File: src/rtl/tcmp_pkg.sv
package tcmp_pkg;
  localparam int MODE_W     = 4;
  localparam int MODE_LSB   = 2;
  localparam int IE_BIT     = 6;
  localparam int FLAG_BIT   = 7;
  localparam int STRIDE_LSB = 3;  // 8-byte register pair per channel
  localparam int SUB_BIT    = 2;  // selects compare word inside the pair

  typedef logic [MODE_W-1:0] mode_t;

  localparam mode_t MODE_OFF    = 4'h0;
  localparam mode_t MODE_TOGGLE = 4'h5;
  localparam mode_t MODE_PULSE  = 4'hF;
endpackage

File: src/rtl/tcmp_tick.sv
module tcmp_tick #(
  parameter int CNT_W = 31
) (
  input  logic             clk_i,
  input  logic             rst_ni,
  input  logic [CNT_W-1:0] count_i,
  input  logic             wrap_i,
  output logic             tick_o
);
  logic [CNT_W-1:0] count_q;

  always_ff @(posedge clk_i or negedge rst_ni) begin
    if (!rst_ni) count_q <= '0;
    else         count_q <= count_i;
  end

  // a fresh counter value, or a wrap back onto the same value
  assign tick_o = wrap_i || (count_i != count_q);
endmodule

File: src/rtl/tcmp_regdec.sv
module tcmp_regdec
  import tcmp_pkg::*;
#(
  parameter int NUM_CH = 4,
  parameter int ADDR_W = 6,
  parameter int DATA_W = 32
) (
  input  logic                           wr_en_i,
  input  logic [ADDR_W-1:0]              wr_addr_i,
  input  logic [ADDR_W-1:0]              rd_addr_i,
  input  logic [NUM_CH-1:0][DATA_W-1:0]  ctrl_rd_i,
  input  logic [NUM_CH-1:0][DATA_W-1:0]  cmp_rd_i,
  input  logic [NUM_CH-1:0]              status_i,
  output logic [NUM_CH-1:0]              ctrl_we_o,
  output logic [NUM_CH-1:0]              cmp_we_o,
  output logic [DATA_W-1:0]              rd_data_o
);
  localparam int IDX_W = ADDR_W - STRIDE_LSB;

  logic [IDX_W-1:0] wr_idx, rd_idx;
  logic             wr_sub, rd_sub;
  logic             unused_addr_bits;

  assign wr_idx = wr_addr_i[ADDR_W-1:STRIDE_LSB];
  assign rd_idx = rd_addr_i[ADDR_W-1:STRIDE_LSB];
  assign wr_sub = wr_addr_i[SUB_BIT];
  assign rd_sub = rd_addr_i[SUB_BIT];
  assign unused_addr_bits = ^{wr_addr_i[SUB_BIT-1:0], rd_addr_i[SUB_BIT-1:0]};

  for (genvar i = 0; i < NUM_CH; i++) begin : g_dec
    assign ctrl_we_o[i] = wr_en_i && !wr_sub && (wr_idx == IDX_W'(i));
    assign cmp_we_o[i]  = wr_en_i &&  wr_sub && (wr_idx == IDX_W'(i));
  end

  always_comb begin
    rd_data_o = '0;
    for (int i = 0; i < NUM_CH; i++) begin
      if (rd_idx == IDX_W'(i)) rd_data_o = rd_sub ? cmp_rd_i[i] : ctrl_rd_i[i];
    end
    if (rd_idx == IDX_W'(NUM_CH) && !rd_sub) rd_data_o = DATA_W'(status_i);
  end
endmodule

File: src/rtl/tcmp_channel.sv
module tcmp_channel
  import tcmp_pkg::*;
#(
  parameter int CNT_W  = 31,
  parameter int DATA_W = 32
) (
  input  logic              clk_i,
  input  logic              rst_ni,
  input  logic [CNT_W-1:0]  count_i,
  input  logic              tick_i,
  input  logic              ctrl_we_i,
  input  logic              cmp_we_i,
  input  logic [DATA_W-1:0] wr_data_i,
  output logic [DATA_W-1:0] ctrl_rd_o,
  output logic [DATA_W-1:0] cmp_rd_o,
  output logic              pin_o,
  output logic              irq_o,
  output logic              flag_o,
  output logic              match_o,
  output logic              clr_o,
  output logic              ie_o,
  output mode_t             mode_o
);
  mode_t            mode_q;
  logic             ie_q, flag_q, pin_q, pend_vld_q;
  logic [CNT_W-1:0] act_q, pend_q;
  logic             match, clr;

  assign match = (mode_q != MODE_OFF) && tick_i && (count_i == act_q);
  assign clr   = ctrl_we_i && wr_data_i[FLAG_BIT];

  always_ff @(posedge clk_i or negedge rst_ni) begin
    if (!rst_ni) begin
      mode_q     <= MODE_OFF;
      ie_q       <= 1'b0;
      flag_q     <= 1'b0;
      pin_q      <= 1'b0;
      act_q      <= '0;
      pend_q     <= '0;
      pend_vld_q <= 1'b0;
    end else begin
      if (ctrl_we_i) begin
        mode_q <= wr_data_i[MODE_LSB +: MODE_W];
        ie_q   <= wr_data_i[IE_BIT];
      end

      if (match)    flag_q <= 1'b1;
      else if (clr) flag_q <= 1'b0;

      if (match && pend_vld_q) begin
        act_q      <= pend_q;
        pend_vld_q <= 1'b0;
      end
      // a write in the same cycle lands after the promotion
      if (cmp_we_i) begin
        if (mode_q == MODE_OFF) begin
          act_q      <= wr_data_i[CNT_W-1:0];
          pend_vld_q <= 1'b0;
        end else begin
          pend_q     <= wr_data_i[CNT_W-1:0];
          pend_vld_q <= 1'b1;
        end
      end

      case (mode_q)
        MODE_TOGGLE: if (match) pin_q <= ~pin_q;
        MODE_PULSE:  pin_q <= match;
        default:     pin_q <= pin_q;
      endcase
    end
  end

  always_comb begin
    ctrl_rd_o                       = '0;
    ctrl_rd_o[MODE_LSB +: MODE_W]   = mode_q;
    ctrl_rd_o[IE_BIT]               = ie_q;
    ctrl_rd_o[FLAG_BIT]             = flag_q;
  end

  assign cmp_rd_o = DATA_W'(act_q);
  assign pin_o    = pin_q;
  assign irq_o    = flag_q && ie_q;
  assign flag_o   = flag_q;
  assign match_o  = match;
  assign clr_o    = clr;
  assign ie_o     = ie_q;
  assign mode_o   = mode_q;
endmodule

File: src/rtl/tcmp_unit.sv
module tcmp_unit
  import tcmp_pkg::*;
#(
  parameter int NUM_CH = 4,
  parameter int CNT_W  = 31,
  parameter int DATA_W = 32,
  parameter int ADDR_W = $clog2(NUM_CH + 1) + STRIDE_LSB
) (
  input  logic              clk_i,
  input  logic              rst_ni,
  input  logic [CNT_W-1:0]  count_i,
  input  logic              wrap_i,
  input  logic              wr_en_i,
  input  logic [ADDR_W-1:0] wr_addr_i,
  input  logic [DATA_W-1:0] wr_data_i,
  input  logic [ADDR_W-1:0] rd_addr_i,
  output logic [DATA_W-1:0] rd_data_o,
  output logic [NUM_CH-1:0] pin_o,
  output logic [NUM_CH-1:0] irq_o,
  output logic [NUM_CH-1:0] flag_sum_o
);
  logic                          tick;
  logic [NUM_CH-1:0]             ctrl_we, cmp_we;
  logic [NUM_CH-1:0][DATA_W-1:0] ctrl_rd, cmp_rd;
  logic [NUM_CH-1:0]             match_w, clr_w, ie_w;
  mode_t [NUM_CH-1:0]            mode_w;

  tcmp_tick #(.CNT_W(CNT_W)) i_tick (
    .clk_i   (clk_i),
    .rst_ni  (rst_ni),
    .count_i (count_i),
    .wrap_i  (wrap_i),
    .tick_o  (tick)
  );

  tcmp_regdec #(.NUM_CH(NUM_CH), .ADDR_W(ADDR_W), .DATA_W(DATA_W)) i_regdec (
    .wr_en_i   (wr_en_i),
    .wr_addr_i (wr_addr_i),
    .rd_addr_i (rd_addr_i),
    .ctrl_rd_i (ctrl_rd),
    .cmp_rd_i  (cmp_rd),
    .status_i  (flag_sum_o),
    .ctrl_we_o (ctrl_we),
    .cmp_we_o  (cmp_we),
    .rd_data_o (rd_data_o)
  );

  for (genvar i = 0; i < NUM_CH; i++) begin : g_ch
    tcmp_channel #(.CNT_W(CNT_W), .DATA_W(DATA_W)) i_ch (
      .clk_i     (clk_i),
      .rst_ni    (rst_ni),
      .count_i   (count_i),
      .tick_i    (tick),
      .ctrl_we_i (ctrl_we[i]),
      .cmp_we_i  (cmp_we[i]),
      .wr_data_i (wr_data_i),
      .ctrl_rd_o (ctrl_rd[i]),
      .cmp_rd_o  (cmp_rd[i]),
      .pin_o     (pin_o[i]),
      .irq_o     (irq_o[i]),
      .flag_o    (flag_sum_o[i]),
      .match_o   (match_w[i]),
      .clr_o     (clr_w[i]),
      .ie_o      (ie_w[i]),
      .mode_o    (mode_w[i])
    );
  end
endmodule

File: config.mk
export PLATFORM = sky130hd
export DESIGN_NAME = tcmp_unit
export DESIGN_NICKNAME = d
export VERILOG_FILES = /design/src/rtl/tcmp_pkg.sv /design/src/rtl/tcmp_tick.sv /design/src/rtl/tcmp_regdec.sv /design/src/rtl/tcmp_channel.sv /design/src/rtl/tcmp_unit.sv
export SDC_FILE = /design/constraint.sdc
export NUM_CORES = 1
export LEC_CHECK = 0
export BUFFER_PORTS_ARGS = -buffer_cell sky130_fd_sc_hd__buf_2
export CELL_PAD_IN_SITES_DETAIL_PLACEMENT = 0
export CELL_PAD_IN_SITES_GLOBAL_PLACEMENT = 1
export CORE_ASPECT_RATIO = 0.75
export CORE_MARGIN = 2
export CORE_UTILIZATION = 35
export CTS_CLUSTER_SIZE = 28
export DETAILED_ROUTE_END_ITERATION = 16
export PLACE_DENSITY = 0.64
export SYNTH_ARGS = -nofsm -noshare
export SYNTH_HDL_FRONTEND = slang
export SYNTH_HIERARCHICAL = 1
export SYNTH_SLANG_ARGS = --single-unit
File: constraint.sdc
create_clock -name clk_i -period 2.5 [get_ports clk_i]
set_clock_uncertainty 0.15 [all_clocks]
set_input_delay 0.5 -clock clk_i [delete_from_list [all_inputs] [get_ports clk_i]]
set_output_delay 0.5 -clock clk_i [all_outputs]
set_load 0.03 [all_outputs]
==> flow_summary_export.csv, run 1 <==
group,metric,value,unit
critical_path,rr_worst_depth,13,
global_routing,grt_antenna_before_repair,1,
routing,via_count,15240,
clock_network,worstSkewPairLatency,560,ps
status,violations,"setup timing",
clock_network,root_buffer,"clkbuf_16",
die,initial_core_util,35.64,%
die,fp.dieH,200.1,um
placed_design,dp_hpwl,48790,um
power,combPwrFrac,30.4,%
critical_path,worstPathRequired,2780,ps
sta,relSlewSlack,38.92,%
finish,drive_gt1_share,41.10,%
critical_path,slowest_delay,390,ps
placed_design,place_ws,-610.1,ps
routing,viasPerCell,5.619,
placed_design,gp_congestion,0.8929,
routing,route.detailed.drc,0,
logic_synthesis,syn_area_per_cell,9.961,um2
finish,nets,2113,
finish,final_common_cell,"dfrtp_1",
worst_hold_path,min_to,"i_tick/count_q[18]",
critical_path,path_class,"flop to flop",
worst_hold_path,hp-start,"count_i[18]",
logic_synthesis,syn_area,17950,um2
routing,drt_first_iter_violations,1128,
sta,rsz0062_at_grt,"true",
worst_hold_path,hold_class,"input port to flop",
sta,finalCritPeriodShare,111.2,%
sta,worstMarginPinSlew,916.1,ps
clock_network,numCtsBuffers,37,
finish,design_area,24430,um2
logic_synthesis,yosys_warnings,6,
critical_path,reg2reg_slack,-280,ps
sta,fmaxAchievable,0.3598,GHz
clock_network,clock_sinks,311,
critical_path,cpMostUsedCell,"buf_6",
sta,min_period,2780,ps
critical_path,r2r_start,"i_tick/count_q[13]",
global_routing,grt_max_degree,71,
power,power.density,811.0,nW/um2
critical_path,arrival,3060,ps
die,std_cell_rows,71,
die,coreArea,50370,um2
clock_network,tritoncts,"done",
power,p_sw_share,36.79,%
critical_path,path_cells,"xnor2_2 > nand4_1 > nor4_2 > nand4_1 > buf_6 > buf_6 > o21ai_2 > nor4_4 > and3_4 > buf_6 > buf_16 > a31oi_4 > a21oi_2",
finish,syn_to_final_growth,36.09,%
power,vdd_drop_max,0.3874,mV
sta,hold_ws,88.79,ps
logic_synthesis,synth_cells,1802,
power,intPower,12520,uW
critical_path,critPathSlowestCell,"dfrtp_1",
worst_hold_path,min_path_cells,2,
critical_path,crit_fanout,4,
status,status,"finished, violations left",
power,power_frac_seq,42.6,%
finish,antenna_cells,0,
power,leakage,0.01043,uW
clock_network,htree_levels,2,
die,io_pins,123,
global_routing,grt_pass1_vias,15080,
placed_design,place_area,20120,um2
critical_path,end_kind,"flop",
sta,report.final.slew_viol_count,0,
power,finalPower,19810,uW
finish,post-route-util,48.50,%
routing,wl,75240,um
power,power_frac_clock,27.1,%
global_routing,track_usage,27.64,%
clock_network,clockBufferDepth,3,
sta,setup_viol,164,
finish,mostFrequentLayoutCells,"306 x dfrtp_1, 148 x mux2_2, 138 x nor2_1, 128 x buf_4, 118 x mux2i_1",
power,p_sw,7289,uW
flow_run,cap_viol_max_count,0,
sta,finalWorstSetupSlack,-279.6,ps
global_routing,grt_first_pass_wirelength,106300,um
global_routing,overflow,0,
routing,wire_per_inst,27.73,um
critical_path,r2r-end,"g_ch[0].i_ch/act_q[29]",
clock_network,clk_pin_slew_worst_paths,60,ps
routing,first_pass_iters,5,
placed_design,port_buffers,117,
sta,hold_viol_final,0,
critical_path,startpoint_type,"flop",
die,die_x,265.5,um
die,die_area,53130,um2
routing,ant_nets,0,
[metrics by stage]
| stage | setup TNS [ps] | instances |
|---|---|---|
| global route | -35760 | 2713 |
| global placement | -84620 | 2608 |
| CTS | -17700 | 2706 |
| floorplan | -198.3 | 1906 |
| detailed placement | -83980 | 2608 |
| finish | -26480 | 2713 |
[how the worst max path moves through the flow]
stage / from / end / depth (start not counted)
floorplan: rd_addr_i[4] / rd_data_o[9] / 7
global placement: count_i[1] / g_ch[2].i_ch/act_q[5] / 14
detailed placement: count_i[27] / g_ch[0].i_ch/act_q[1] / 14
CTS: rd_addr_i[4] / rd_data_o[4] / 10
global route: i_tick/count_q[13] / g_ch[0].i_ch/act_q[25] / 13
finish: i_tick/count_q[13] / g_ch[0].i_ch/act_q[29] / 13
[worst max-delay path: cells and delay by family, from the launching register on]
kind | cells | cell delay (ps)
and+or+nand+nor | 5 | 960
xor gates and xnor gates | 1 | 290
buffers and inverters | 4 | 560
AOI/OAI and AO/OA | 3 | 310
DFF | 1 | 390
[registers in the layout, indices dropped and copies added, names as in the netlist]
register and cells:
g_ch.i_ch/ie_o 4, g_ch.i_ch/pend_q 124, g_ch.i_ch/pin_o 4, g_ch.i_ch/flag_o 4
g_ch.i_ch/mode_o 16, g_ch.i_ch/act_q 124, i_tick/count_q 31, g_ch.i_ch/pend_vld_q 4
[power by group through the flow]
stage	combinational, uW	sequential, uW	clock [uW]
floorplan	3360	7530	0
global placement	4810	8190	0
detailed placement	4930	8230	0
CTS	5390	8230	5450
global route	6420	8590	5670
finish	6010	8440	5360
[cell type report]
class / instances / area (um2)
Fill cell: 4524 / 25940
Multi-Input combinational cell: 1321 / 11100
Sequential cell: 311 / 7789
Timing Repair Buffer: 334 / 3450
Clock buffer: 54 / 1092
Tap cell: 657 / 822.0
Inverter: 29 / 112.6
Clock inverter: 7 / 67.56
[what timing repair did]
action	in CTS	in global routing
setup endpoints to repair	168	167
hold buffers	2	0
pin swaps	196	118
resized for setup	262	251
hold endpoints to repair	34	0
cloned	18	4
setup buffers	22	9
[metal layers]
layer / up-vias / share of wire [%] / GRT usage [%]
met5: - / 0.015 / 0
met4: 2 / 2.7 / 8.838
met3: 125 / 7.1 / 5.102
met2: 585 / 44 / 40.59
met1: 7870 / 46 / 40.86
li1: 6661 / - / -
(Power assumes the default switching activity.)
==> run 2: changes to the inputs <==
--- a/config.mk
+++ b/config.mk
@@ -6,14 +6,12 @@
 export NUM_CORES = 1
 export LEC_CHECK = 0
 export BUFFER_PORTS_ARGS = -buffer_cell sky130_fd_sc_hd__buf_2
-export CELL_PAD_IN_SITES_DETAIL_PLACEMENT = 0
-export CELL_PAD_IN_SITES_GLOBAL_PLACEMENT = 1
 export CORE_ASPECT_RATIO = 0.75
 export CORE_MARGIN = 2
 export CORE_UTILIZATION = 35
 export CTS_CLUSTER_SIZE = 28
 export DETAILED_ROUTE_END_ITERATION = 16
-export PLACE_DENSITY = 0.64
+export PLACE_DENSITY = 0.53
 export SYNTH_ARGS = -nofsm -noshare
 export SYNTH_HDL_FRONTEND = slang
 export SYNTH_HIERARCHICAL = 1
==> flow_summary_export.csv, run 2 (synthesized netlist as in run 1, its figures left out) <==
group,metric,value,unit
status,status,"finished, violations left",
status,violations,"setup timing",
routing,wl,75290,um
clock_network,htree_levels,2,
critical_path,critical_path_buf_inv_count,5,
finish,syn_to_final_growth,36.53,%
finish,multi_input_area,11200,um2
global_routing,track_usage,26.92,%
sta,relSlewSlack,35.32,%
die,io_pins,123,
finish,design_area,24510,um2
critical_path,path_cells,"xnor2_2 > nand4_1 > nor4_1 > nand4_1 > buf_4 > buf_6 > o21ai_2 > nor4_2 > buf_4 > nand4_1 > buf_6 > buf_6 > nand2_1 > a21oi_1",
placed_design,port_buffers,117,
sta,report.final.slew_viol_count,0,
die,coreArea,50370,um2
global_routing,grt_antenna_before_repair,4,
critical_path,r2r-end,"g_ch[0].i_ch/act_q[27]",
routing,ant_nets,0,
global_routing,grt_pass1_vias,15070,
critical_path,end_kind,"flop",
die,fp.dieH,200.1,um
power,leakage,0.01043,uW
critical_path,slowest_delay,390,ps
global_routing,grt_first_pass_wirelength,104600,um
global_routing,overflow,0,
placed_design,place_ws,-534.7,ps
sta,fmaxAchievable,0.3601,GHz
finish,mostFrequentLayoutCells,"305 x dfrtp_1, 148 x mux2_2, 138 x nor2_1, 128 x buf_4, 117 x mux2i_1",
sta,min_period,2777,ps
sta,setup_viol,163,
clock_network,clk_pin_slew_worst_paths,60,ps
critical_path,r2r_start,"i_tick/count_q[1]",
critical_path,cp.depth,14,
sta,worstMarginPinSlew,970.2,ps
worst_hold_path,hold_class,"input port to flop",
critical_path,cpLargestDelayFamily,"buffers and inverters",
critical_path,startpoint_type,"flop",
die,std_cell_rows,71,
placed_design,gp_congestion,0.9469,
finish,drive_gt1_share,42.73,%
finish,nFillCells,4555,
routing,first_pass_iters,5,
placed_design,place_area,20030,um2
routing,via_count,15320,
critical_path,reg2reg_slack,-280,ps
finish,final_common_cell,"dfrtp_1",
clock_network,root_buffer,"clkbuf_16",
flow_run,cap_viol_max_count,0,
placed_design,dp_hpwl,48850,um
worst_hold_path,min_path_cells,2,
routing,wire_per_inst,27.73,um
sta,finalCritPeriodShare,111.1,%
critical_path,worstPathRequired,2810,ps
power,power.density,827.8,nW/um2
clock_network,clockBufferDepth,3,
sta,finalWorstSetupSlack,-277.2,ps
critical_path,path_class,"flop to flop",
finish,post-route-util,48.65,%
global_routing,grt_max_degree,67,
critical_path,rr_worst_depth,14,
worst_hold_path,hp-start,"count_i[13]",
critical_path,critPathSlowestCell,"dfrtp_1",
clock_network,clock_sinks,311,
worst_hold_path,min_to,"i_tick/count_q[13]",
finish,regArea,7790,um2
clock_network,worstSkewPairLatency,550,ps
power,vdd_drop_max,0.4121,mV
finish,nets,2109,
sta,hold_viol_final,0,
routing,route.detailed.drc,0,
critical_path,arrival,3080,ps
sta,rsz0062_at_grt,"true",
die,initial_core_util,35.64,%
finish,top_regs,"g_ch.i_ch/act_q: 124 flops, g_ch.i_ch/pend_q: 124 flops, i_tick/count_q: 31 flops",
power,finalPower,20290,uW
die,die_x,265.5,um
routing,drt_first_iter_violations,1520,
critical_path,crit_fanout,6,
routing,viasPerCell,5.641,
clock_network,numCtsBuffers,35,
die,die_area,53130,um2
sta,hold_ws,116.4,ps
clock_network,tritoncts,"done",
-- run 2: power by group --
part	internal (uW)	switching, uW	total, uW
Clock	3330	2300	5630
Combinational	2920	3180	6100
Sequential	6560	2010	8560
Total	12800	7480	20300
-- run 2: worst max path at each step --
stage	start	to	slack, ps
after floorplan	rd_addr_i[4]	rd_data_o[9]	-80
after global placement	count_i[24]	g_ch[0].i_ch/act_q[11]	-590
after detailed placement	count_i[24]	g_ch[0].i_ch/act_q[7]	-530
after CTS	rd_addr_i[4]	rd_data_o[1]	-190
after global routing	i_tick/count_q[10]	g_ch[3].i_ch/act_q[14]	-340
final	i_tick/count_q[1]	g_ch[0].i_ch/act_q[27]	-280
-- run 2: area by class of cell --
cell class	instances	share of cell area (%)
clock inverter	18	0.9751
antenna	1	0.01021
tap	657	3.354
sequential	311	31.79
clock buffer	46	4.028
multi-input combinational	1321	45.71
timing repair buffer	332	13.69
inverter	29	0.4442
-- run 2: metrics by stage --
| stage | instances | TNS, ps |
|---|---|---|
| 2_1_floorplan | 1906 | -198.3 |
| 3_3_place_gp | 2602 | -76910 |
| 3_5_place_dp | 2602 | -67360 |
| 4_1_cts | 2703 | -9235 |
| 5_1_grt | 2715 | -34320 |
| 6_report | 2715 | -24870 |
-- run 2: per-layer routing --
metal,global-route usage [%],share of wire (%),wire length (um),vias up
li1,-,-,-,6639
met1,38.85,45,33920,7887
met2,38.56,42,31790,657
met5,1.441,0.12,92,-
met4,8.838,3.3,2450,2
met3,7.426,9.3,7037,131
-- run 2: worst reg2reg max path: cells and delay by family, from the launching register on --
| family | cells | cell delay, ps |
|---|---|---|
| XOR/XNOR | 1 | 290 |
| AO/OA/AOI/OAI | 2 | 180 |
| buffers and inverters | 5 | 840 |
| AND/OR/NAND/NOR | 6 | 850 |
| flip-flops | 1 | 390 |
-- run 2: repair_timing --
item | in CTS | in global routing
resized for setup | 239 | 316
cloned | 14 | 10
hold endpoints to repair | 25 | 0
pin swaps | 100 | 203
hold buffers | 1 | 0
setup buffers | 25 | 14
setup endpoints to repair | 168 | 164
